### src/rtl/turbo_pkg.sv
// Shared types for the punctured turbo encoder.
// Assumes: used by turbo_enc_top and its submodules only.
package turbo_pkg;

    // Phases of the frame controller
    typedef enum logic [1:0] {
        PH_IDLE = 2'd0,
        PH_LOAD = 2'd1,
        PH_EMIT = 2'd2
    } tenc_phase_e;

endpackage

### src/rtl/rsc_enc.sv
// Recursive systematic convolutional encoder, one step per enabled cycle.
// Feedback and feedforward taps are parameters (bit j = coefficient of D^j).
// Parity is combinational from the current state and input bit.
// Assumes: clr and en are not both needed in one cycle (clr wins).
module rsc_enc #(
    parameter int MEM = 2,
    parameter logic [MEM:0] FB_TAPS = 3'b111,
    parameter logic [MEM:0] FF_TAPS = 3'b101
) (
    input  logic clk,
    input  logic rst_n,
    input  logic clr,
    input  logic en,
    input  logic din,
    output logic parity
);

    logic [MEM-1:0] st_q;   // st_q[0] is the most recent delay stage
    logic           fb_bit;

    // Feedback and parity from taps
    always_comb begin
        fb_bit = din;
        for (int j = 1; j <= MEM; j++) begin
            fb_bit = fb_bit ^ (FB_TAPS[j] & st_q[j-1]);
        end
        parity = FF_TAPS[0] & fb_bit;
        for (int j = 1; j <= MEM; j++) begin
            parity = parity ^ (FF_TAPS[j] & st_q[j-1]);
        end
    end

    // Shift register update, cleared on reset and frame start
    always_ff @(posedge clk) begin
        if (!rst_n || clr) begin
            st_q <= '0;
        end else if (en) begin
            st_q <= {st_q[MEM-2:0], fb_bit};
        end
    end

    AST_CLEAR_ZEROS: assert property (@(posedge clk) disable iff (!rst_n)
        clr |=> (st_q == '0));

    AST_HOLD_WHEN_IDLE: assert property (@(posedge clk) disable iff (!rst_n)
        (!clr && !en) |=> $stable(st_q));

endmodule

### src/rtl/frame_buf.sv
// Frame storage of ROWS*COLS bits, written in natural order.
// Two read ports: natural address, and (row, col) of the grid that is
// filled row by row; the second port serves the permuted encoder.
// Assumes: row < ROWS and col < COLS whenever the read is used.
module frame_buf #(
    parameter int ROWS = 3,
    parameter int COLS = 5,
    parameter int AW   = 4,
    parameter int RW   = 2,
    parameter int CLW  = 3
) (
    input  logic          clk,
    input  logic          rst_n,
    input  logic          wr_en,
    input  logic [AW-1:0] wr_addr,
    input  logic          wr_bit,
    input  logic [AW-1:0] nat_addr,
    input  logic [RW-1:0] rd_row,
    input  logic [CLW-1:0] rd_col,
    input  logic          rd_chk,
    output logic          nat_bit,
    output logic          perm_bit
);

    localparam int NBITS = ROWS * COLS;

    logic [NBITS-1:0] mem_q;
    logic [AW-1:0]    perm_addr;

    // Bit store, written one position per accepted input
    always_ff @(posedge clk) begin
        if (!rst_n) begin
            mem_q <= '0;
        end else if (wr_en) begin
            mem_q[wr_addr] <= wr_bit;
        end
    end

    // Read ports: natural order and row-major grid address
    always_comb begin
        perm_addr = AW'(rd_row) * AW'(COLS) + AW'(rd_col);
        nat_bit   = mem_q[nat_addr];
        perm_bit  = mem_q[perm_addr];
    end

    AST_PERM_IN_RANGE: assert property (@(posedge clk) disable iff (!rst_n)
        rd_chk |-> (int'(rd_row) < ROWS && int'(rd_col) < COLS));

    AST_WRITE_IN_RANGE: assert property (@(posedge clk) disable iff (!rst_n)
        wr_en |-> (int'(wr_addr) < NBITS));

    AST_HOLD_NO_WRITE: assert property (@(posedge clk) disable iff (!rst_n)
        !wr_en |=> $stable(mem_q));

endmodule

### src/rtl/turbo_enc_top.sv
// Punctured rate-1/2 turbo encoder for ROWS*COLS-bit frames.
// Collects a serial frame, then runs two RSC encoders in lockstep:
// one over natural order, one over the column-wise read of the grid.
// Output position k (1-based) carries the data bit plus encoder A parity
// at odd k or encoder B parity at even k.
// Assumes: inputs during emission are ignored by design.
module turbo_enc_top
    import turbo_pkg::*;
#(
    parameter int ROWS = 3,
    parameter int COLS = 5
) (
    input  logic clk,
    input  logic rst_n,
    input  logic in_valid,
    input  logic in_start,
    input  logic in_bit,
    output logic out_valid,
    output logic out_sys,
    output logic out_par
);

    localparam int NBITS = ROWS * COLS;
    localparam int AW    = $clog2(NBITS + 1);
    localparam int RW    = (ROWS > 1) ? $clog2(ROWS) : 1;
    localparam int CLW   = (COLS > 1) ? $clog2(COLS) : 1;
    localparam logic [AW-1:0]  LAST_POS = AW'(NBITS - 1);
    localparam logic [RW-1:0]  LAST_ROW = RW'(ROWS - 1);

    tenc_phase_e    phase_q;
    logic [AW-1:0]  ld_cnt_q;
    logic [AW-1:0]  em_cnt_q;
    logic [RW-1:0]  row_q;
    logic [CLW-1:0] col_q;

    logic           take_start;
    logic           buf_we;
    logic [AW-1:0]  buf_waddr;
    logic           nat_bit;
    logic           perm_bit;
    logic           emitting;
    logic           par_a;
    logic           par_b;

    // Input acceptance decode
    always_comb begin
        emitting   = (phase_q == PH_EMIT);
        take_start = in_valid && in_start && !emitting;
        buf_we     = in_valid && !emitting && (in_start || phase_q == PH_LOAD);
        buf_waddr  = in_start ? '0 : ld_cnt_q;
    end

    // Frame controller: collect, then emit NBITS symbols
    always_ff @(posedge clk) begin
        if (!rst_n) begin
            phase_q  <= PH_IDLE;
            ld_cnt_q <= '0;
            em_cnt_q <= '0;
            row_q    <= '0;
            col_q    <= '0;
        end else begin
            case (phase_q)
                PH_IDLE: begin
                    if (take_start) begin
                        ld_cnt_q <= AW'(1);
                        phase_q  <= PH_LOAD;
                    end
                end
                PH_LOAD: begin
                    if (in_valid) begin
                        if (in_start) begin
                            ld_cnt_q <= AW'(1);
                        end else if (ld_cnt_q == LAST_POS) begin
                            ld_cnt_q <= '0;
                            em_cnt_q <= '0;
                            row_q    <= '0;
                            col_q    <= '0;
                            phase_q  <= PH_EMIT;
                        end else begin
                            ld_cnt_q <= ld_cnt_q + AW'(1);
                        end
                    end
                end
                PH_EMIT: begin
                    if (em_cnt_q == LAST_POS) begin
                        phase_q <= PH_IDLE;
                    end else begin
                        em_cnt_q <= em_cnt_q + AW'(1);
                        if (row_q == LAST_ROW) begin
                            row_q <= '0;
                            col_q <= col_q + CLW'(1);
                        end else begin
                            row_q <= row_q + RW'(1);
                        end
                    end
                end
                default: phase_q <= PH_IDLE;
            endcase
        end
    end

    frame_buf #(
        .ROWS(ROWS), .COLS(COLS), .AW(AW), .RW(RW), .CLW(CLW)
    ) u_buf (
        .clk      (clk),
        .rst_n    (rst_n),
        .wr_en    (buf_we),
        .wr_addr  (buf_waddr),
        .wr_bit   (in_bit),
        .nat_addr (em_cnt_q),
        .rd_row   (row_q),
        .rd_col   (col_q),
        .rd_chk   (emitting),
        .nat_bit  (nat_bit),
        .perm_bit (perm_bit)
    );

    // Natural-order encoder
    rsc_enc #(.MEM(2), .FB_TAPS(3'b111), .FF_TAPS(3'b101)) u_enc_a (
        .clk    (clk),
        .rst_n  (rst_n),
        .clr    (take_start),
        .en     (emitting),
        .din    (nat_bit),
        .parity (par_a)
    );

    // Permuted-order encoder
    rsc_enc #(.MEM(2), .FB_TAPS(3'b111), .FF_TAPS(3'b101)) u_enc_b (
        .clk    (clk),
        .rst_n  (rst_n),
        .clr    (take_start),
        .en     (emitting),
        .din    (perm_bit),
        .parity (par_b)
    );

    // Output register with odd/even puncturing (em_cnt 0 is position 1)
    always_ff @(posedge clk) begin
        if (!rst_n || !emitting) begin
            out_valid <= 1'b0;
            out_sys   <= 1'b0;
            out_par   <= 1'b0;
        end else begin
            out_valid <= 1'b1;
            out_sys   <= nat_bit;
            out_par   <= em_cnt_q[0] ? par_b : par_a;
        end
    end

    AST_QUIET_OUTPUTS: assert property (@(posedge clk) disable iff (!rst_n)
        !out_valid |-> (!out_sys && !out_par));

    AST_VALID_FROM_EMIT: assert property (@(posedge clk) disable iff (!rst_n)
        out_valid |-> $past(phase_q == PH_EMIT));

    AST_EMIT_ENDS: assert property (@(posedge clk) disable iff (!rst_n)
        (emitting && em_cnt_q == LAST_POS) |=> (phase_q == PH_IDLE));

    AST_LOAD_IN_RANGE: assert property (@(posedge clk) disable iff (!rst_n)
        (phase_q == PH_LOAD) |-> (ld_cnt_q <= LAST_POS && ld_cnt_q != '0));

    AST_NO_START_IN_EMIT: assert property (@(posedge clk) disable iff (!rst_n)
        emitting |=> (phase_q != PH_LOAD));

endmodule

### config.mk
export PLATFORM = sky130hd
export DESIGN_NAME = turbo_enc_top
export DESIGN_NICKNAME = d
export VERILOG_FILES = /design/src/rtl/turbo_pkg.sv /design/src/rtl/rsc_enc.sv /design/src/rtl/frame_buf.sv /design/src/rtl/turbo_enc_top.sv
export SDC_FILE = /design/constraint.sdc
export NUM_CORES = 1
export LEC_CHECK = 0
export BUFFER_PORTS_ARGS = -buffer_cell sky130_fd_sc_hd__buf_2
export CORE_ASPECT_RATIO = 0.75
export CORE_MARGIN = 3
export CORE_UTILIZATION = 50
export DETAILED_ROUTE_END_ITERATION = 6
export PLACE_DENSITY = 0.67
export SLEW_MARGIN = 0
export SYNTH_ARGS = -nofsm -noshare
export SYNTH_HDL_FRONTEND = slang
export SYNTH_SLANG_ARGS = --single-unit
### constraint.sdc
create_clock -name clk -period 8.05 [get_ports clk]
set_input_delay 0.805 -clock clk [delete_from_list [all_inputs] [get_ports clk]]
set_output_delay 0.805 -clock clk [all_outputs]
set_load 0.02 [all_outputs]
---- Word level (Yosys, flattened, before mapping) ----
Cells that the tools add are included.
storage, ports and cells
  bits in registers ....................... 37
  logic and storage cells ................. 94
cells by class
  add/sub/neg operators ................... 5
  $mul .................................... 1
  $lt $le $gt $ge ......................... 4
  eq/ne operators ......................... 12
  multiplexer cells ....................... 38
  bitwise logic cells ..................... 6
  reductions and logical operators ........ 17
operator list
  cell                                                   count
  2-to-1 mux 4 bit                                       9
  2-to-1 mux 2 bit                                       10
  one-hot mux 4 bit (2 select lines)                     2
  bitwise mux 15 bit                                     1
  < comparator 4 x 5 -> 1 bit, second input constant     3
  2-to-1 mux 3 bit                                       5
  AND reduction 5 bit                                    2
  adder 4 x 1 -> 4 bit, second input constant            2
  binary-select mux 1 bit (select 4 bit)                 2
  equality test 4 bit, second input constant             2
  inequality test 2 x 1 -> 1 bit, second input constant  4
  inequality test 2 bit, second input constant           3
  one-hot mux 2 bit (3 select lines)                     1
  one-hot mux 3 bit (2 select lines)                     1
  AND reduction 6 bit                                    1
  XOR 1 bit                                              6
  logical AND 1 bit                                      5
  2-to-1 mux 1 bit                                       5
  adder 4 x 3 -> 4 bit                                   1
  demux 1 bit (select 4 bit)                             1
  equality test 2 bit, second input constant             2
  >= comparator 4 x 1 -> 1 bit, second input constant    1
  multiplier 2 x 3 -> 4 bit, second input constant       1
  one-hot mux 2 bit (2 select lines)                     1
  8 further kinds                                        12

---- Longest topological paths before layout ----
Gate-level depths: netlist of run 1.
  word-level depth ........................ 8
  mapped depth ............................ 10

---- Modules after synthesis ----
A second synthesis of run 1 with hierarchy kept.
second synthesis, totals
  cells, all modules ...................... 234
  area, all modules ....................... 2,149.6 µm²
by module, submodules not included
  module         instances  cells an instance  area an instance (µm²)  sequential area each (µm²)
  frame_buf      1          111                1,026.0                 300.3
  turbo_enc_top  1          103                915.9                   360.3
  rsc_enc        2          10                 103.8                   40.0

---- Least setup slack after synthesis of run 1 ----
Ideal clock, no wire load.
  path type ............................... reg-to-reg
  start ................................... reg row_q[1]
  end ..................................... reg u_enc_b.st_q[0]
  setup time .............................. 120 ps
  arrival ................................. 2,552 ps
  required time ........................... 7,930 ps
  setup slack ............................. 5,378 ps
  stages on the path, launching flop included .. 10
  period minus slack after synthesis ...... 2,672 ps
  path through ............................ dfxtp_1 > ha_1 > ha_1 > inv_1 > fa_1 > mux4_1 > mux4_2 > xor2_1 > mux2i_1 > a21boi_1
between the ends
  cells in the longest elaborated chain, start to end .. 6
RTL lines
  element                                 line                 RTL
  start, declared                         turbo_enc_top.sv:33  logic [RW-1:0] row_q;
  start signal, assigned                  turbo_enc_top.sv:93  row_q <= row_q + RW'(1);
  multiplier 2 x 3 -> 4 bit               frame_buf.sv:41      perm_addr = AW'(rd_row) * AW'(COLS) + AW'(rd_col);
  adder 4 x 3 -> 4 bit                    frame_buf.sv:41
  binary-select mux 1 bit (select 4 bit)  frame_buf.sv:43      perm_bit = mem_q[perm_addr];
  2-to-1 mux 1 bit (not written as such)  frame_buf.sv:43
  XOR 1 bit (2 in a row)                  rsc_enc.sv:25        fb_bit = fb_bit ^ (FB_TAPS[j] & st_q[j-1]);
  end signal, assigned                    rsc_enc.sv:38        st_q <= {st_q[MEM-2:0], fb_bit};
  end, declared                           rsc_enc.sv:18        logic [MEM-1:0] st_q;
Every way passes these cells. The select of a mux whose other input is x is not followed.
A chain may end at the register's enable or synchronous reset.

---- Worst setup path in the final report of run 1 ----
Same ends and word-level chain as after synthesis.

==> flow_summary.ini, run 1 <==
[run_status]
status = complete, no violations

[synth]
ys_types = 41
yosys_most_used_dff = dfxtp_1
synthCells = 235
syn_area_mm2 = 0.00212
ys_top_cells_by_count = dfxtp_1 (37), nand2_1 (28), nor2_1 (19), nor2b_1 (19), mux2i_1 (14)
synth_seq_area_share = 0.350
yosysWarnings = 0
synthTopCellsByArea = dfxtp_1 (35%), mux2i_1 (6.6%), nor2b_1 (5.6%)
async_flop_share = 0
synth_top_area_share = 0.350
synth.avg_cell_area_um2 = 9.00
synth_area_leader_cell = dfxtp_1
ys_ff_latch = 37
yosysMostFrequentCell = dfxtp_1
synth_edf_count = 0
synth_nets = 250

[clocking]
cts_resized = 0
cts_hold_buf = 0
cts_setup_buffers = 0
h-tree-depth = 2
clk_latency_ns = 0.29
cts.clk_slew.worst_paths_ns = 0.08
clk_path_buf_depth = 2
cts-root-buf = clkbuf_8
cts_tree = done
clkSinkCount = 37
cts_buffers = 5

[worst_setup_path]
critPathRequiredTime_ns = 8.24
critPathSlowestCell = fa_1
critPathLaunchType = flop
cp_common_cell = ha_1
reg2reg_slack_ns = 5.17
worstPathMaxFanout = 6
crit_arrival_ns = 3.07
crit_path_cell_trace = ha_1 > ha_1 > inv_1 > fa_1 > mux4_1 > mux4_2 > xor2_1 > mux2i_1 > a21boi_1
worstSetupPathType = flop to flop
slowest_delay_ns = 0.59
cp-end-kind = flop

[floorplanning]
ios = 8
die_x_um = 81.1
fp.dieH_um = 62.3
num_rows = 19
core_mm2 = 0.00385
start_util = 0.549
die-area_mm2 = 0.00506

[grt]
grt_use_total = 0.190
antenna_found_initial = 0
gr-total-overflow = 0
grt_max_degree = 30
grt_pass1_wl_mm = 7.40
first_global_vias = 1498

[route]
vias = 1613
first_pass_iters = 4
drt_iter0_markers = 115
wl_per_cell_um = 14.8
drc = 0
wirelength_mm = 4.33
via_per_inst = 5.52
postRouteAntennaNets = 0

[sta]
setup_viol = 0
slew_headroom = 0.508
hold_violations = 0
drv_slew = 0
rsz0062_at_grt = no
worst_slew_pin_slew_ns = 0.736
worst_slack_ns = 5.17
timing.final.crit_share = 0.358
setup-tns-final_ns = 0
skew_ns = 0.00590
clock.fmax_mhz = 347
hold_slack_ns = 0.501
fin_crit_ns = 2.88

[layout]
fillCellCount = 338
utilization = 0.600
multiInputGateArea_mm2 = 0.00129
drive_gt1_frac = 0.0917
register_area_um2 = 741
final_net_count = 254
syn2layout_area_growth_pct = 9.17
instances_no_fill = 292
num_antenna_cells = 0

[placement]
dp_cells = 284
dp_hpwl_mm = 3.19
gp_congestion = 0.828
place_ws_ns = 5.18
portBuffers = 7

[worst_hold_path]
hold_path.class = flop to flop

[run]
cap_violations = 0

[power_and_ir_drop]
leakagePower_uw = 0.000892
p_per_area_mw_per_mm2 = 172
ir_worst_vdd_v = 0.000114
[cells by family (layout without fill, tap and decap cells)]
kind of cell / after synthesis / count (layout) / synth area share
AO/OA/AOI/OAI: 30 / 30 / 0.0946
XOR/XNOR: 12 / 12 / 0.0497
adder cells (fa/ha/maj): 10 / 10 / 0.0627
buffers and inverters: 21 / 26 / 0.0384
flip-flops: 37 / 37 / 0.350
multiplexers: 22 / 22 / 0.151
AND/OR/NAND/NOR: 103 / 103 / 0.253
[layout make-up]
cell class,instances,area share
clock buffer,5,0.0298
multi-input combinational,177,0.560
clock inverter,3,0.0282
timing repair buffer,7,0.0152
inverter,11,0.0179
tap,52,0.0282
sequential,37,0.321
[per-layer routing]
| metal | track usage | vias up | routed length [um] |
|---|---|---|---|
| li1 | - | 820 | - |
| met1 | 0.301 | 747 | 2240 |
| met2 | 0.240 | 39 | 1740 |
| met3 | 0.0491 | 7 | 284 |
| met4 | 0.0696 | 0 | 63 |
| met5 | 0 | - | 0 |
[per-stage QoR]
step / area [um^2] / total power [uW]
2_1_floorplan: 2120 / 204
3_3_place_gp: 2180 / 209
3_5_place_dp: 2180 / 209
4_1_cts: 2310 / 401
5_1_grt: 2310 / 411
6_report: 2310 / 397
[worst max-delay path: cells and delay by family (launching register included)]
kind	cells	cell delay, ns
xor gates and xnor gates	1	0.19
buffers and inverters	1	0.05
adders and majority gates	3	1.05
DFF	1	0.38
AOI/OAI and AO/OA	1	0.07
muxes	3	1.05
[power by group]
| group | switching, uW | internal, uW | total, uW |
|---|---|---|---|
| combinational | 10.3 | 8.25 | 18.6 |
| sequential | 2.30 | 184 | 186 |
| clock | 68.4 | 123 | 191 |
| total | 81.0 | 316 | 397 |
[state kept, by name, indices dropped and copies added (netlist names)]
name          count
em_cnt_q          4
u_enc_b.st_q      2
phase_q           2
u_enc_a.st_q      2
u_buf.mem_q      15
col_q             3
out_par           1
ld_cnt_q          4
row_q             2
out_sys           1
out_valid         1
[final timing paths]
check	to	cells after the start	startpoint
max	u_enc_b.st_q[0]	9	row_q[1]
min	u_buf.mem_q[5]	2	u_buf.mem_q[5]
max reg2reg	u_enc_b.st_q[0]	9	row_q[1]
min reg2reg	u_buf.mem_q[5]	2	u_buf.mem_q[5]
[cells in the final DEF, fill, tap and decap left out, types with 2 or more instances in the layout]
master / instances
clkbuf_8: 5
nand4_1: 4
a22oi_1: 2
mux4_1: 3
and3_1: 4
and2_1: 4
a21oi_1: 7
ha_1: 9
mux4_2: 4
nor2_1: 19
nand3_1: 9
nand3b_1: 2
nor2b_1: 19
nand2_1: 28
nand2b_1: 2
dfxtp_1: 37
nor3b_1: 4
nor3_1: 2
a21boi_1: 2
bufinv_16: 2
xnor2_1: 8
o211ai_1: 2
buf_2: 7
xor2_1: 4
o21ai_0: 4
mux2i_1: 14
a21boi_0: 7
inv_1: 11
(Power assumes the default switching activity.)
==> inputs of run 2 (changes only) <==
Settings changed: ABC_AREA from default to 1, PLACE_DENSITY 0.67 to 0.69.
Clock period 8.05 ns to 2.65 ns, I/O delays scaled along.
==> run 2 against run 1 <==
Compared with the run above:
- design area is 3.9% higher
- clock skew rose by 0.0029 ns
- die area increased by 5.4%
- via count increased by 27%
- critical path depth grew 5
- area after synthesis is 5.9% higher
- synthesized cell count up 40%
- hold slack worse by 0.15 ns
- sequential share of layout area fell by 1.2 points
- largest power group is now registers
==> flow_summary.ini, run 2 <==
[run_status]
status = complete, no violations

[route]
vias = 2049
wl_per_cell_um = 12.5
postRouteAntennaNets = 0
wirelength_mm = 4.92
drc = 0
first_pass_iters = 5
via_per_inst = 5.19
drt_iter0_markers = 130

[clocking]
cts_buffers = 5
cts.clk_slew.worst_paths_ns = 0.07
clk_path_buf_depth = 2
clkSinkCount = 37
clk_latency_ns = 0.30
cts_setup_buffers = 0
cts_tree = done
cts_hold_buf = 0
h-tree-depth = 2
cts-root-buf = clkbuf_8
cts_resized = 0

[floorplanning]
core_mm2 = 0.00418
fp.dieH_um = 64.0
die_x_um = 83.3
start_util = 0.536
ios = 8
num_rows = 20
die-area_mm2 = 0.00533

[synth]
yosysWarnings = 0
syn_area_mm2 = 0.00224
synth_top_area_share = 0.331
yosysMostFrequentCell = nand2_1
synthTopCellsByArea = dfxtp_1 (33%), nand2_1 (13%), nand3_1 (9.8%)
synth_area_leader_cell = dfxtp_1
synth_edf_count = 0
synth_seq_area_share = 0.331
ys_types = 38
async_flop_share = 0
synth.avg_cell_area_um2 = 6.79
synthCells = 330
synth_nets = 345
ys_top_cells_by_count = nand2_1 (80), inv_1 (47), nand3_1 (44)
ys_ff_latch = 37
yosys_most_used_dff = dfxtp_1

[layout]
largest_register = u_buf.mem_q
drive_gt1_frac = 0.124
reg.largest.list = u_buf.mem_q: 15 flops, em_cnt_q: 4 flops, ld_cnt_q: 4 flops
final_net_count = 354
layout_commonest_cell = nand2_1
syn2layout_area_growth_pct = 7.09
largest_reg_flops = 15
instances_no_fill = 395
layout_common_cells = nand2_1 (80), inv_1 (47), nand3_1 (44)
num_antenna_cells = 0
utilization = 0.574

[worst_setup_path]
crit_family = adder cells
worstSetupPathType = flop to flop
cp-end-kind = flop
crit_path_cell_trace = ha_1 > ha_1 > inv_1 > fa_1 > inv_1 > nand3_1 > nand2_1 > nand2_1 > nand2_1 > nand2_1 > nand3_1 > nand3_1 > nand2_1 > inv_1
worstPathMaxFanout = 5
crit_arrival_ns = 2.35
cp_common_cell = nand2_1
slowest_delay_ns = 0.44
critPathRequiredTime_ns = 2.85
r2r_start = row_q[1]
critPathLaunchType = flop
setup.worst_path.start = row_q[1]
crit_buf_inv = 3
critPathSlowestCell = fa_1

[sta]
drv_slew = 0
skew_ns = 0.00880
timing.final.crit_share = 0.813
setup_viol = 0
worst_slew_pin_slew_ns = 0.524
hold_violations = 0
setup-tns-final_ns = 0
clock.fmax_mhz = 464
slew_headroom = 0.647
hold_slack_ns = 0.346
rsz0062_at_grt = no
fin_crit_ns = 2.15

[power_and_ir_drop]
p_per_area_mw_per_mm2 = 438
leakagePower_uw = 0.000989
ir_worst_vdd_v = 0.000248

[placement]
gp_congestion = 0.831
portBuffers = 7
dp_hpwl_mm = 3.83
dp_cells = 387

[grt]
grt_pass1_wl_mm = 8.86
grt_max_degree = 18
gr-total-overflow = 0
antenna_found_initial = 0
grt_use_total = 0.207
first_global_vias = 1875

[run]
cap_violations = 0

[worst_hold_path]
worstHoldStart = rst_n
hold_path.class = input pin to flop
-- run 2: changes by cell type in the layout (fill, tap and decap cells not counted), moves of 5 or more --
cell / delta
nand2_1: +52
inv_1: +36
nand3_1: +35
nor2b_1: -19
a21oi_1: +18
mux2i_1: -14
inv_2: +8
nor3_1: +8
xnor2_1: -8
a21boi_0: -7
o21ai_0: +7
o21ai_1: +6
nand2_2: +5
-- run 2: tightest hold or removal path: cells and delay by family --
kind                   cells  cell delay, ns
buffers and inverters      1            0.20
AOI/OAI and AO/OA          2            0.13
-- run 2: layout make-up --
class / instances / area, um^2
Multi-Input combinational cell: 232 / 1260
Clock buffer: 5 / 68.8
Inverter: 56 / 210
Fill cell: 397 / 1780
Tap cell: 55 / 68.8
Sequential cell: 37 / 741
Clock inverter: 3 / 17.5
Timing Repair Buffer: 7 / 35.0
-- run 2: final timing paths --
path	slack, ns	cells past startpoint	end
setup / recovery	0.50	14	u_enc_b.st_q[0]
hold / removal	0.35	3	u_buf.mem_q[2]
setup reg to reg	0.50	14	u_enc_b.st_q[0]
hold reg to reg	0.47	2	u_buf.mem_q[2]
-- run 2: where the power goes --
group | switching (uW) | internal [uW] | total [uW]
combinational | 63.1 | 26.5 | 89.6
sequential | 7.81 | 562 | 570
clock | 209 | 181 | 391
total | 280 | 770 | 1050
-- run 2: through the flow --
| stage | setup WS [ns] | instance area [um^2] | power (uW) |
|---|---|---|---|
| 6_report | 0.496 | 2400 | 1050 |
| 5_1_grt | 0.319 | 2400 | 1100 |
| 4_1_cts | 0.500 | 2400 | 1060 |
| 3_5_place_dp | 0.511 | 2310 | 672 |
| 3_3_place_gp | 0.592 | 2310 | 670 |
| 2_1_floorplan | 0.663 | 2240 | 647 |
-- run 2: logic make-up (layout without fill, tap and decap cells) --
group                    count (synthesis)  count (layout)  share of synthesized area
AND/OR/NAND/NOR                        169             169                      0.362
buffers and inverters                   61              71                      0.108
AO/OA/AOI/OAI                           51              51                      0.133
flip-flops                              37              37                      0.331
adder cells (fa/ha/maj)                 10              10                     0.0592
XOR/XNOR                                 2               2                    0.00782
-- run 2: metal layers --
metal	up-vias	GRT usage	routed length (um)
met5	-	0	0
met4	0	0.0551	57
met3	5	0.0593	246
met2	40	0.296	1970
met1	909	0.302	2650
li1	1095	-	-
==> inputs of run 3 (changes only) <==
Clock period 2.65 ns to 1.8 ns, I/O delays scaled along.
==> run 3 against run 2 <==
Compared with the run above:
- the flow now finishes with violations (negative setup slack)
- fmax increased by 6.2%
- global-route usage increased by 0.41 points
- combinational power increased by 67%
- flip-flop and latch count unchanged
- utilization increased by 4.6 points
- clock power increased by 51%
- total power increased by 50%
- clock skew decreased by 0.0036 ns
- first-iteration DRC count increased by 43%
- sequential share of layout area decreased by 2.1 points
- setup slack got worse by 0.72 ns
- critical path type unchanged
- largest cell class unchanged
==> flow_summary.ini, run 3 (synthesis results as in run 2) <==
[worst_setup_path]
critPathSlowestCell = fa_2
worstSetupPathType = flop to flop
crit_family = adder cells
path_depth = 13
cp_common_cell = nand3_2
crit_buf_inv = 3
slowest_delay_ns = 0.57
cp-end-kind = flop
crit_path_cell_trace = ha_4 > ha_4 > inv_2 > fa_2 > inv_2 > nand3_2 > nand2_2 > nand2_4 > nand3_1 > nand3_2 > nand3_2 > nand2_1 > inv_1
crit_arrival_ns = 2.22
critPathLaunchType = flop
worstPathMaxFanout = 3
reg2reg_to = u_enc_b.st_q[0]
critPathRequiredTime_ns = 1.99
worstSetupEndpoint = u_enc_b.st_q[0]
r2r_start = col_q[1]
r2r_cells = 13
reg2reg_slack_ns = -0.23
setup.worst_path.start = col_q[1]

[layout]
syn2layout_area_growth_pct = 15.6
utilization = 0.620
layout_common_cells = nand2_1 (75), inv_1 (45), nand3_1 (37)
reg.largest.list = u_buf.mem_q: 15 flops, em_cnt_q: 4 flops, ld_cnt_q: 4 flops
drive_gt1_frac = 0.209
final_net_count = 364
largest_register = u_buf.mem_q
num_antenna_cells = 0
layout_commonest_cell = nand2_1
largest_reg_flops = 15

[route]
postRouteAntennaNets = 0
drt_iter0_markers = 186
vias = 2153
wirelength_mm = 5.47
first_pass_iters = 4
drc = 0
wl_per_cell_um = 13.5
via_per_inst = 5.33

[placement]
dp_hpwl_mm = 4.04
place_ws_ns = -0.212
portBuffers = 7
gp_congestion = 0.839

[floorplanning]
die_x_um = 83.3
fp.dieH_um = 64.0
start_util = 0.536
num_rows = 20
die-area_mm2 = 0.00533
ios = 8
core_mm2 = 0.00418

[clocking]
cts_setup_buffers = 0
cts-root-buf = clkbuf_8
cts_hold_buf = 0
cts_buffers = 5
h-tree-depth = 2
cts_tree = done
clk_latency_ns = 0.29
clkSinkCount = 37
clk_path_buf_depth = 2
cts.clk_slew.worst_paths_ns = 0.07

[sta]
rsz0062_at_grt = yes
skew_ns = 0.00523
worst_slack_ns = -0.229
drv_slew = 0
fin_crit_ns = 2.03
setup-tns-final_ns = -0.393
worst_slew_pin_slew_ns = 0.433
setup_viol = 2
hold_violations = 0
timing.final.crit_share = 1.13
clock.fmax_mhz = 493
slew_headroom = 0.710

[grt]
antenna_found_initial = 0
grt_use_total = 0.211
grt_pass1_wl_mm = 9.09
grt_max_degree = 18
gr-total-overflow = 0
first_global_vias = 1913

[worst_hold_path]
hold_path.class = input pin to flop

[power_and_ir_drop]
p_per_area_mw_per_mm2 = 608
ir_worst_vdd_v = 0.000478
leakagePower_uw = 0.00104
power_uw = 1580

[run]
cap_violations = 0

[run_status]
violations = negative setup slack
status = finished, violations left
-- run 3: cell types whose count changed in the layout (fill, tap and decap cells not counted), sizes merged --
cell	before	now
buf	7	17
clkbuf	5	7
clkinv	3	1
clkinvlp	1	0
-- run 3: how the worst min path moves through the flow --
stage                              start              to  slack, ns  cells after the start
final                              rst_n  u_buf.mem_q[2]       0.29                      3
after global routing               rst_n  u_buf.mem_q[2]       0.30                      3
after floorplan                    rst_n  u_buf.mem_q[0]       0.32                      2
after detailed placement  u_buf.mem_q[2]  u_buf.mem_q[2]       0.47                      2
after CTS                          rst_n  u_buf.mem_q[2]       0.28                      3
after global placement    u_buf.mem_q[4]  u_buf.mem_q[4]       0.46                      2
-- run 3: layout make-up --
cell class                      instances  area [um^2]
Fill cell                             385         1590
Multi-Input combinational cell        232         1370
Sequential cell                        37          744
Inverter                               56          210
Timing Repair Buffer                   17          110
Clock buffer                            7         86.3
Tap cell                               55         68.8
-- run 3: per-stage QoR --
stage	cells	area, um^2	hold slack, ns
2_1_floorplan	330	2270	0.322
3_3_place_gp	397	2420	0.463
3_5_place_dp	397	2420	0.467
4_1_cts	404	2530	0.276
5_1_grt	404	2590	0.299
6_report	404	2590	0.286
-- run 3: where the power goes --
part / internal, uW / total, uW / switching [uW]
logic: 46.9 / 150 / 103
registers: 827 / 837 / 9.91
clock network: 304 / 589 / 285
total: 1180 / 1580 / 398
-- run 3: worst min-delay path: stages --
cell and delay, ns:
buf_2 0.21, o21ai_2 0.10, a21oi_2 0.03
-- run 3: routing by layer --
| metal | GRT usage | share of wire | wire (um) |
|---|---|---|---|
| met1 | 0.303 | 0.51 | 2780 |
| met2 | 0.315 | 0.42 | 2310 |
| met3 | 0.0490 | 0.058 | 315 |
| met4 | 0.0592 | 0.010 | 57 |
| met5 | 0 | 0 | 0 |
-- run 3: what timing repair did --
action | in CTS | in global routing
pin swaps | 5 | 5
endpoints found under the hold margin | 0 | 0
resized for setup | 6 | 14
endpoints found under the setup margin | 2 | 2
